**src/rtl/dma2d_pkg.sv**
```systemverilog
package dma2d_pkg;

  parameter int ADDR_W = 32;
  parameter int CNT_W  = 16;
  parameter int MOD_W  = 16;
  parameter int FLOW_W = 2;

  typedef enum logic [FLOW_W-1:0] {
    FLOW_HALT  = 2'd0,
    FLOW_LOOP  = 2'd1,
    FLOW_CHAIN = 2'd2,
    FLOW_LIST  = 2'd3
  } flow_e;

  // Programmed count of zero stands for the largest count.
  function automatic logic [CNT_W-1:0] count_init(input logic [CNT_W-1:0] c);
    return (c == '0) ? '1 : c;
  endfunction

  // Two's complement modify widened to the address width.
  function automatic logic [ADDR_W-1:0] sext_mod(input logic [MOD_W-1:0] m);
    return {{(ADDR_W-MOD_W){m[MOD_W-1]}}, m};
  endfunction

  // One element step: the row wrap replaces the X step with the Y step.
  function automatic logic [ADDR_W-1:0] addr_advance(
    input logic [ADDR_W-1:0] a,
    input logic [ADDR_W-1:0] xm,
    input logic [ADDR_W-1:0] ym,
    input logic              wrap
  );
    return wrap ? (a + ym) : (a + xm);
  endfunction

endpackage

```
**src/rtl/dma2d_cfg_regs.sv**
```systemverilog
module dma2d_cfg_regs
  import dma2d_pkg::*;
(
  input  logic              clk,
  input  logic              rst_n,
  input  logic              load_i,
  input  logic [CNT_W-1:0]  x_count_i,
  input  logic [MOD_W-1:0]  x_mod_i,
  input  logic [MOD_W-1:0]  y_mod_i,
  input  logic              mode_2d_i,
  input  logic [FLOW_W-1:0] flow_i,
  input  logic              irq_en_i,
  output logic [CNT_W-1:0]  x_rld_o,
  output logic [ADDR_W-1:0] xm_ext_o,
  output logic [ADDR_W-1:0] ym_ext_o,
  output logic              mode_2d_o,
  output logic              halt_o,
  output logic              irq_en_o
);

  always_ff @(posedge clk or negedge rst_n) begin
    if (!rst_n) begin
      x_rld_o   <= '0;
      xm_ext_o  <= '0;
      ym_ext_o  <= '0;
      mode_2d_o <= 1'b0;
      halt_o    <= 1'b1;
      irq_en_o  <= 1'b0;
    end else if (load_i) begin
      x_rld_o   <= count_init(x_count_i);
      xm_ext_o  <= sext_mod(x_mod_i);
      ym_ext_o  <= sext_mod(y_mod_i);
      mode_2d_o <= mode_2d_i;
      halt_o    <= (flow_i == FLOW_HALT);
      irq_en_o  <= irq_en_i;
    end
  end

endmodule

```
**src/rtl/dma2d_xy_count.sv**
```systemverilog
module dma2d_xy_count
  import dma2d_pkg::*;
(
  input  logic             clk,
  input  logic             rst_n,
  input  logic             load_i,
  input  logic [CNT_W-1:0] x_count_i,
  input  logic [CNT_W-1:0] y_count_i,
  input  logic             step_i,
  input  logic             mode_2d_i,
  input  logic [CNT_W-1:0] x_rld_i,
  output logic [CNT_W-1:0] cur_x_o,
  output logic [CNT_W-1:0] cur_y_o,
  output logic             row_end_o,
  output logic             last_row_o
);

  localparam logic [CNT_W-1:0] ONE = CNT_W'(1);

  assign row_end_o  = step_i && (cur_x_o == ONE);
  assign last_row_o = !mode_2d_i || (cur_y_o <= ONE);

  always_ff @(posedge clk or negedge rst_n) begin
    if (!rst_n) begin
      cur_x_o <= '0;
      cur_y_o <= '0;
    end else if (load_i) begin
      cur_x_o <= count_init(x_count_i);
      cur_y_o <= count_init(y_count_i);
    end else if (step_i) begin
      if (row_end_o && !last_row_o) begin
        cur_x_o <= x_rld_i;
        cur_y_o <= cur_y_o - ONE;
      end else begin
        cur_x_o <= cur_x_o - ONE;
      end
    end
  end

endmodule

```
**src/rtl/dma2d_addr_step.sv**
```systemverilog
module dma2d_addr_step
  import dma2d_pkg::*;
(
  input  logic              clk,
  input  logic              rst_n,
  input  logic              load_i,
  input  logic [ADDR_W-1:0] start_addr_i,
  input  logic              step_i,
  input  logic              row_wrap_i,
  input  logic [ADDR_W-1:0] xm_ext_i,
  input  logic [ADDR_W-1:0] ym_ext_i,
  output logic [ADDR_W-1:0] cur_addr_o
);

  always_ff @(posedge clk or negedge rst_n) begin
    if (!rst_n)
      cur_addr_o <= '0;
    else if (load_i)
      cur_addr_o <= start_addr_i;
    else if (step_i)
      cur_addr_o <= addr_advance(cur_addr_o, xm_ext_i, ym_ext_i, row_wrap_i);
  end

endmodule

```
**src/rtl/dma2d_flow_ctrl.sv**
```systemverilog
module dma2d_flow_ctrl (
  input  logic clk,
  input  logic rst_n,
  input  logic load_i,
  input  logic elem_ack_i,
  input  logic row_end_i,
  input  logic last_row_i,
  input  logic halt_i,
  input  logic irq_en_i,
  output logic step_o,
  output logic run_o,
  output logic reload_req_o,
  output logic row_irq_o,
  output logic done_set_o,
  output logic run_clr_o
);

  logic xfer_end;

  assign step_o   = elem_ack_i && run_o && !reload_req_o && !load_i;
  assign xfer_end = row_end_i && last_row_i;

  always_ff @(posedge clk or negedge rst_n) begin
    if (!rst_n) begin
      run_o        <= 1'b0;
      reload_req_o <= 1'b0;
      row_irq_o    <= 1'b0;
      done_set_o   <= 1'b0;
      run_clr_o    <= 1'b0;
    end else begin
      row_irq_o  <= row_end_i && irq_en_i;
      done_set_o <= xfer_end && halt_i;
      run_clr_o  <= xfer_end && halt_i;
      if (load_i) begin
        run_o        <= 1'b1;
        reload_req_o <= 1'b0;
      end else if (xfer_end) begin
        if (halt_i) run_o        <= 1'b0;
        else        reload_req_o <= 1'b1;
      end
    end
  end

endmodule

```
**src/rtl/dma2d_addr_gen.sv**
```systemverilog
module dma2d_addr_gen
  import dma2d_pkg::*;
(
  input  logic              clk,
  input  logic              rst_n,
  input  logic              load_i,
  input  logic [ADDR_W-1:0] start_addr_i,
  input  logic [CNT_W-1:0]  x_count_i,
  input  logic [MOD_W-1:0]  x_mod_i,
  input  logic [CNT_W-1:0]  y_count_i,
  input  logic [MOD_W-1:0]  y_mod_i,
  input  logic              mode_2d_i,
  input  logic [FLOW_W-1:0] flow_i,
  input  logic              irq_en_i,
  input  logic              elem_ack_i,
  output logic [ADDR_W-1:0] cur_addr_o,
  output logic [CNT_W-1:0]  cur_x_o,
  output logic [CNT_W-1:0]  cur_y_o,
  output logic              run_o,
  output logic              row_irq_o,
  output logic              done_set_o,
  output logic              run_clr_o,
  output logic              reload_req_o
);

  // Named internal events, visible to the bound checker.
  logic              step_w;
  logic              row_end_w;
  logic              last_row_w;
  logic              row_wrap_w;
  logic [CNT_W-1:0]  x_rld_w;
  logic [ADDR_W-1:0] xm_ext_w;
  logic [ADDR_W-1:0] ym_ext_w;
  logic              mode_2d_w;
  logic              halt_w;
  logic              irq_en_w;

  assign row_wrap_w = row_end_w && !last_row_w;

  dma2d_cfg_regs u_regs (
    .clk       (clk),
    .rst_n     (rst_n),
    .load_i    (load_i),
    .x_count_i (x_count_i),
    .x_mod_i   (x_mod_i),
    .y_mod_i   (y_mod_i),
    .mode_2d_i (mode_2d_i),
    .flow_i    (flow_i),
    .irq_en_i  (irq_en_i),
    .x_rld_o   (x_rld_w),
    .xm_ext_o  (xm_ext_w),
    .ym_ext_o  (ym_ext_w),
    .mode_2d_o (mode_2d_w),
    .halt_o    (halt_w),
    .irq_en_o  (irq_en_w)
  );

  dma2d_xy_count u_cnt (
    .clk        (clk),
    .rst_n      (rst_n),
    .load_i     (load_i),
    .x_count_i  (x_count_i),
    .y_count_i  (y_count_i),
    .step_i     (step_w),
    .mode_2d_i  (mode_2d_w),
    .x_rld_i    (x_rld_w),
    .cur_x_o    (cur_x_o),
    .cur_y_o    (cur_y_o),
    .row_end_o  (row_end_w),
    .last_row_o (last_row_w)
  );

  dma2d_addr_step u_addr (
    .clk          (clk),
    .rst_n        (rst_n),
    .load_i       (load_i),
    .start_addr_i (start_addr_i),
    .step_i       (step_w),
    .row_wrap_i   (row_wrap_w),
    .xm_ext_i     (xm_ext_w),
    .ym_ext_i     (ym_ext_w),
    .cur_addr_o   (cur_addr_o)
  );

  dma2d_flow_ctrl u_ctrl (
    .clk          (clk),
    .rst_n        (rst_n),
    .load_i       (load_i),
    .elem_ack_i   (elem_ack_i),
    .row_end_i    (row_end_w),
    .last_row_i   (last_row_w),
    .halt_i       (halt_w),
    .irq_en_i     (irq_en_w),
    .step_o       (step_w),
    .run_o        (run_o),
    .reload_req_o (reload_req_o),
    .row_irq_o    (row_irq_o),
    .done_set_o   (done_set_o),
    .run_clr_o    (run_clr_o)
  );

endmodule

```
**config.mk**
```make
export PLATFORM = sky130hd
export DESIGN_NAME = dma2d_addr_gen
export DESIGN_NICKNAME = d
export VERILOG_FILES = /design/src/rtl/dma2d_pkg.sv /design/src/rtl/dma2d_cfg_regs.sv /design/src/rtl/dma2d_xy_count.sv /design/src/rtl/dma2d_addr_step.sv /design/src/rtl/dma2d_flow_ctrl.sv /design/src/rtl/dma2d_addr_gen.sv
export SDC_FILE = /design/constraint.sdc
export NUM_CORES = 1
export LEC_CHECK = 0
export BUFFER_PORTS_ARGS = -buffer_cell sky130_fd_sc_hd__buf_2
export CAP_MARGIN = 20
export CORE_MARGIN = 4
export CORE_UTILIZATION = 30
export DETAILED_ROUTE_END_ITERATION = 6
export PLACE_DENSITY = 0.59
export SKIP_CTS_REPAIR_TIMING = 1
export SYNTH_ARGS = -nofsm -noshare
export SYNTH_HDL_FRONTEND = slang
export SYNTH_HIERARCHICAL = 1
export SYNTH_SLANG_ARGS = --single-unit
```
**constraint.sdc**
```tcl
create_clock -name clk -period 6.4 [get_ports clk]
set_input_delay 0.64 -clock clk [delete_from_list [all_inputs] [get_ports clk]]
set_output_delay 0.64 -clock clk [all_outputs]
set_load 0.01 [all_outputs]
```
======== After elaboration in Yosys (flattened, before gate mapping) ========
Index checks and enable logic that the tools add are counted.
W data, S select, Z words.
operators by class
  add/subtract/negate cells ............... 4
  $mul .................................... 0
  div/mod/pow operators ................... 0
  $lt $le $gt $ge ......................... 1
  equality and inequality tests ........... 2
  shifts and indexed selects .............. 0
  mux-type cells .......................... 17
  bitwise operators ....................... 0
  reduce and logical (&&, ||, !) cells .... 23
operator list
  kind                     count
  $mux W16                 8
  $mux W32                 3
  $add A32 B32 Y32         2
  $logic_not A16 Y1        2
  $sub A16 B1 Y16 const B  2
  $eq A16 B1 Y1 const B    1
  $le A16 B1 Y1 const B    1
  $logic_and A1 B1 Y1      8
  $reduce_bool A2 Y1       4
  $mux W1                  6
  $reduce_and A2 Y1        3
  $logic_not A1 Y1         4
  $logic_not A2 Y1         1
  $ne A2 B2 Y1 const B     1
  $logic_or A1 B1 Y1       1
word-level totals
  bits in registers ....................... 119
  bits in latches ......................... 0
  memory bits (writable) .................. 0
  memory bits (read-only) ................. 0
  bits of input ports ..................... 104
  output and inout bits ................... 69
  word-level logic and storage cells ...... 60
  memories kept ........................... 0

======== Depth between registers and ports, before layout ========
  depth in word-level cells ............... 8
  gate-level depth with buffers ........... 18
  mapped depth without buffers ............ 16

======== Hierarchy ========
The synthesis kept the hierarchy.
by module, submodules not included
  module           times used  cells each  area an instance (µm²)  seq. area each (µm²)
  dma2d_addr_step  1           417         3,538.4                 800.8
  dma2d_xy_count   1           278         2,244.7                 800.8
  dma2d_cfg_regs   1           147         2,154.6                 1,277.5
  dma2d_flow_ctrl  1           14          165.2                   100.1
  dma2d_addr_gen   1           1           13.8                    0.0

======== Worst setup path after synthesis ========
Ideal clock, no wire load.
  path kind ............................... input port to flip-flop
  from .................................... input port elem_ack_i
  to ...................................... register u_addr.cur_addr_o[16]
  library setup time ...................... 0.126 ns
  arrival ................................. 4.825 ns
  required time ........................... 6.274 ns
  slack ................................... 1.449 ns
  stages .................................. 17
  buffers on the path ..................... 2
  path through ............................ nand2_1 > nor3_1 > nand2_1 > nor3_2 > and2_1 > nor2b_4 > clkbuf_1 > clkbuf_1 > mux2_2 > fa_1 > a21o_1 > a221oi_2 > o21ai_0 > a21oi_1 > o21ai_1 > mux2i_1 > a221o_1
on the way
  longest elaborated chain between the ends .. 8
  elaborated cells between the ends (all ways) .. 9
  those cells by class .................... mux (3); reduce/logical (6)
RTL lines
  item                              line                   source
  start: declaration                dma2d_addr_gen.sv:15   input logic elem_ack_i,
  $logic_and A1 B1 Y1 (3 in a row)  dma2d_flow_ctrl.sv:20  assign step_o = elem_ack_i && run_o && !reload_req_o && !load_i;
  via step_w                        dma2d_addr_gen.sv:27   logic step_w;
  $logic_and A1 B1 Y1               dma2d_xy_count.sv:20   assign row_end_o = step_i && (cur_x_o == ONE);
  via row_end_w                     dma2d_addr_gen.sv:28   logic row_end_w;
  $logic_and A1 B1 Y1               dma2d_addr_gen.sv:38   assign row_wrap_w = row_end_w && !last_row_w;
  via row_wrap_w                    dma2d_addr_gen.sv:30   logic row_wrap_w;
  $mux W32                          dma2d_pkg.sv:32        return wrap ? (a + ym) : (a + xm);
  $mux W32                          dma2d_addr_step.sv:20  else if (step_i)
  $mux W32                          dma2d_addr_step.sv:18  else if (load_i)
  end signal: assignment            dma2d_addr_step.sv:19  cur_addr_o <= start_addr_i;
  end signal: assignment            dma2d_addr_step.sv:21  cur_addr_o <= addr_advance(cur_addr_o, xm_ext_i, ym_ext_i, row_wrap_i);
  end: declaration                  dma2d_addr_step.sv:12  output logic [ADDR_W-1:0] cur_addr_o
The timed path passes the listed nets, and every way through them passes these cells. The select of a mux whose other input is x is not followed.
A chain may end at the register's enable or synchronous reset.

======== Final worst setup path ========
  from .................................... register u_cnt.cur_y_o[0]
  to ...................................... register u_addr.cur_addr_o[16]
on the way
  longest elaborated chain between the ends .. 7
RTL lines
  item                      line                   source
  start: declaration        dma2d_xy_count.sv:13   output logic [CNT_W-1:0] cur_y_o,
  start signal: assignment  dma2d_xy_count.sv:29   cur_y_o <= count_init(y_count_i);
  start signal: assignment  dma2d_xy_count.sv:33   cur_y_o <= cur_y_o - ONE;
  $le A16 B1 Y1             dma2d_xy_count.sv:21   assign last_row_o = !mode_2d_i || (cur_y_o <= ONE);
  $logic_or A1 B1 Y1        dma2d_xy_count.sv:21
  via last_row_w            dma2d_addr_gen.sv:29   logic last_row_w;
  $logic_not A1 Y1          dma2d_addr_gen.sv:38
  $logic_and A1 B1 Y1       dma2d_addr_gen.sv:38
  via row_wrap_w            dma2d_addr_gen.sv:30
  $mux W32                  dma2d_pkg.sv:32
  $mux W32                  dma2d_addr_step.sv:20
  $mux W32                  dma2d_addr_step.sv:18
The timed path passes the listed nets, and every way through them passes these cells. The select of a mux whose other input is x is not followed.

==> results.json <==
{
  "synth-seq-cells": 119,
  "postSynthAreaPerCell_um2": 9.47,
  "power_frac_comb_pct": 30.4,
  "final_common_cell": "buf_2",
  "cts_tree": "yes",
  "clock_latency_ps": 420,
  "rsz0062_at_grt": "no",
  "max-cap-violations": 0,
  "io_pins": 173,
  "p_per_area_nw_per_um2": 286,
  "p_seq_share_pct": 33.9,
  "num_rows": 59,
  "clockBufferDepth": 2,
  "wl_per_cell_um": 18.5,
  "htreeDepth": 4,
  "netlist-cell-type-count": 79,
  "antenna_left": 0,
  "maxSlewHeadroom_pct": 32.6,
  "gr-total-overflow": 0,
  "finalCriticalPeriod_ps": 4980,
  "numCtsBuffers": 17,
  "route.detailed.drc": 0,
  "clkTransAtPathRegs_ps": 60,
  "core-area_um2": 26400,
  "synthesis.instances": 857,
  "die_w_um": 172,
  "power_uw": 2760,
  "grt_antenna_before_repair": 0,
  "yosysSeqAreaShare_pct": 36.7,
  "gp_congestion": 0.887,
  "crit_path_cell_trace": "inv_1 > ha_1 > o211ai_1 > o21ai_0 > nor2b_4 > buf_4 > mux2_2 > ha_1 > a21o_1 > a221oi_1 > o21ai_0 > a21oi_1 > o21ai_1 > mux2i_1 > a221o_1",
  "crit_family": "compound AO/OA/AOI/OAI gates",
  "crit_type": "flip-flop to flip-flop",
  "vias_per_cell": 5.41,
  "layout.cells.non_filler": 1325,
  "vias": 7162,
  "num-nets-final": 1120,
  "place_inst": 1296,
  "critical_path_peak_fanout": 21,
  "fmax_mhz": 201,
  "critPathSlowestCell": "o211ai_1",
  "pwr-share-clk_pct": 35.7,
  "grt_first_pass_wirelength_mm": 38.3,
  "port_buffers": 172,
  "worst_setup_path_end_kind": "flip-flop",
  "tightest_slew_ps": 1010,
  "start_util_pct": 30.8,
  "grt_start_max_net_pins": 86,
  "vdd_drop_max_v": 0.000119,
  "diodes": 0,
  "crit_arrival_ps": 5290,
  "dpl.hpwl_mm": 18.0,
  "final_cell_mix": "buf_2 (170), dfrtp_1 (118), o21ai_0 (70)",
  "async_reset_ff_share_pct": 100,
  "syn-num-nets": 997,
  "syn2layout_area_growth_pct": 18.7,
  "switchingPower_uw": 923,
  "synth_edf_count": 0,
  "cts_root_buf": "clkbuf_16",
  "cp.required_ps": 6700,
  "clock_sinks": 119,
  "swShare_pct": 33.5,
  "fin_setup_tns_ps": 0,
  "internal-power_uw": 1830,
  "period_share_pct": 77.9,
  "drive_gt1_share_pct": 30.4,
  "dieArea_um2": 29800,
  "grt_pass1_vias": 6879,
  "firstDrtPassIters": 6,
  "die_h_um": 172,
  "cp_num_buf_inv": 2,
  "ys.flop_type": "dfrtp_1",
  "skew_ps": 20.2,
  "syn_area_um2": 8120,
  "power.leakage_uw": 0.00410,
  "finalHoldViolCount": 0,
  "outcome": "finished clean",
  "slowest_delay_ps": 440,
  "yosysWarnings": 6,
  "setup_violations": 0,
  "grt_usage_pct": 16.3,
  "cp-start-kind": "flip-flop",
  "drt_iter0_drc": 566,
  "drv_slew": 0,
  "drt-total-wl_mm": 24.5,
  "hp-class": "primary input to asynchronous set/reset pin"
}
-- state kept, by name, summed over array words and instances, names as in the netlist --
register	cells
u_regs/x_rld_o	16
u_regs/mode_2d_o	1
u_regs/halt_o	1
u_cnt/cur_x_o	16
u_ctrl/reload_req_o	1
u_ctrl/row_irq_o	1
u_ctrl/run_o	1
u_cnt/cur_y_o	16
u_regs/xm_ext_o	16
u_ctrl/run_clr_o	1
u_regs/irq_en_o	1
u_regs/ym_ext_o	16
u_addr/cur_addr_o	32
-- per-stage QoR --
step	utilization (%)	instance area (µm²)	hold WS, ps	setup slack [ps]
finish	36.6	9630	252	1420
global route	36.6	9630	291	1040
CTS	36.6	9630	263	1430
detailed placement	34.3	9040	476	1300
global placement	34.3	9040	477	1420
floorplan	-	8120	344	1450
-- path summary, 6_finish.rpt --
| check | from | cells after the start | slack, ps | endpoint |
|---|---|---|---|---|
| worst min register to register | u_regs/irq_en_o$_DFFE_PN0P_ | 1 | 490 | u_ctrl/row_irq_o$_DFF_PN0_ |
| min in group clk | start_addr_i[15] | 3 | 440 | u_addr/cur_addr_o[15]$_DFFE_PN0P_ |
| worst max-delay path | u_cnt/cur_y_o[0]$_DFFE_PN0P_ | 15 | 1420 | u_addr/cur_addr_o[16]$_DFFE_PN0P_ |
| worst min-delay path | rst_n | 1 | 250 | u_regs/x_rld_o[5]$_DFFE_PN0P_ |
| worst max register to register | u_cnt/cur_y_o[0]$_DFFE_PN0P_ | 15 | 1420 | u_addr/cur_addr_o[16]$_DFFE_PN0P_ |
| max in group asynchronous | rst_n | 2 | 4750 | u_addr/cur_addr_o[11]$_DFFE_PN0P_ |
-- power by group through the flow --
stage / clock [µW] / combinational, µW / sequential [µW]
floorplan: 0 / 585 / 946
global placement: 0 / 832 / 945
detailed placement: 0 / 836 / 947
CTS: 1010 / 840 / 934
global route: 1030 / 935 / 948
finish: 985 / 838 / 934
-- cell families (layout without fill, tap and decap cells) --
family / after synthesis / in the layout / synth area share (%)
fa+ha+maj: 36 / 36 / 5.64
mux: 86 / 86 / 11.6
xor+xnor: 33 / 33 / 3.56
flops: 119 / 119 / 36.7
compound gates: 262 / 262 / 22.1
buf+inv: 95 / 228 / 6.12
simple gates: 226 / 226 / 14.2
-- area by class of cell --
type / count / area, µm²
Fill cell: 2712 / 16700
Multi-Input combinational cell: 643 / 4650
Sequential cell: 119 / 2980
Timing Repair Buffer: 180 / 926
Clock buffer: 20 / 467
Tap cell: 335 / 419
Clock inverter: 9 / 126
Inverter: 19 / 71.3
-- synth_stat cells (20+ instances only) --
cell type	instances	area (µm²)
ha_1	35	438
buf_4	33	248
dfrtp_1	118	2950
a21oi_1	53	265
o21ai_0	70	350
xnor2_1	21	184
mux2_2	66	743
clkbuf_1	31	116
nor2_1	56	210
nand2_1	65	244
mux2i_1	20	200
-- routing by layer --
layer,GRT usage (%),part of all wire [%]
met5,0,0
met4,4.00,1.3
met3,2.83,5.9
met2,27.1,49
met1,22.0,44
Power figures use the tool's default switching activity.
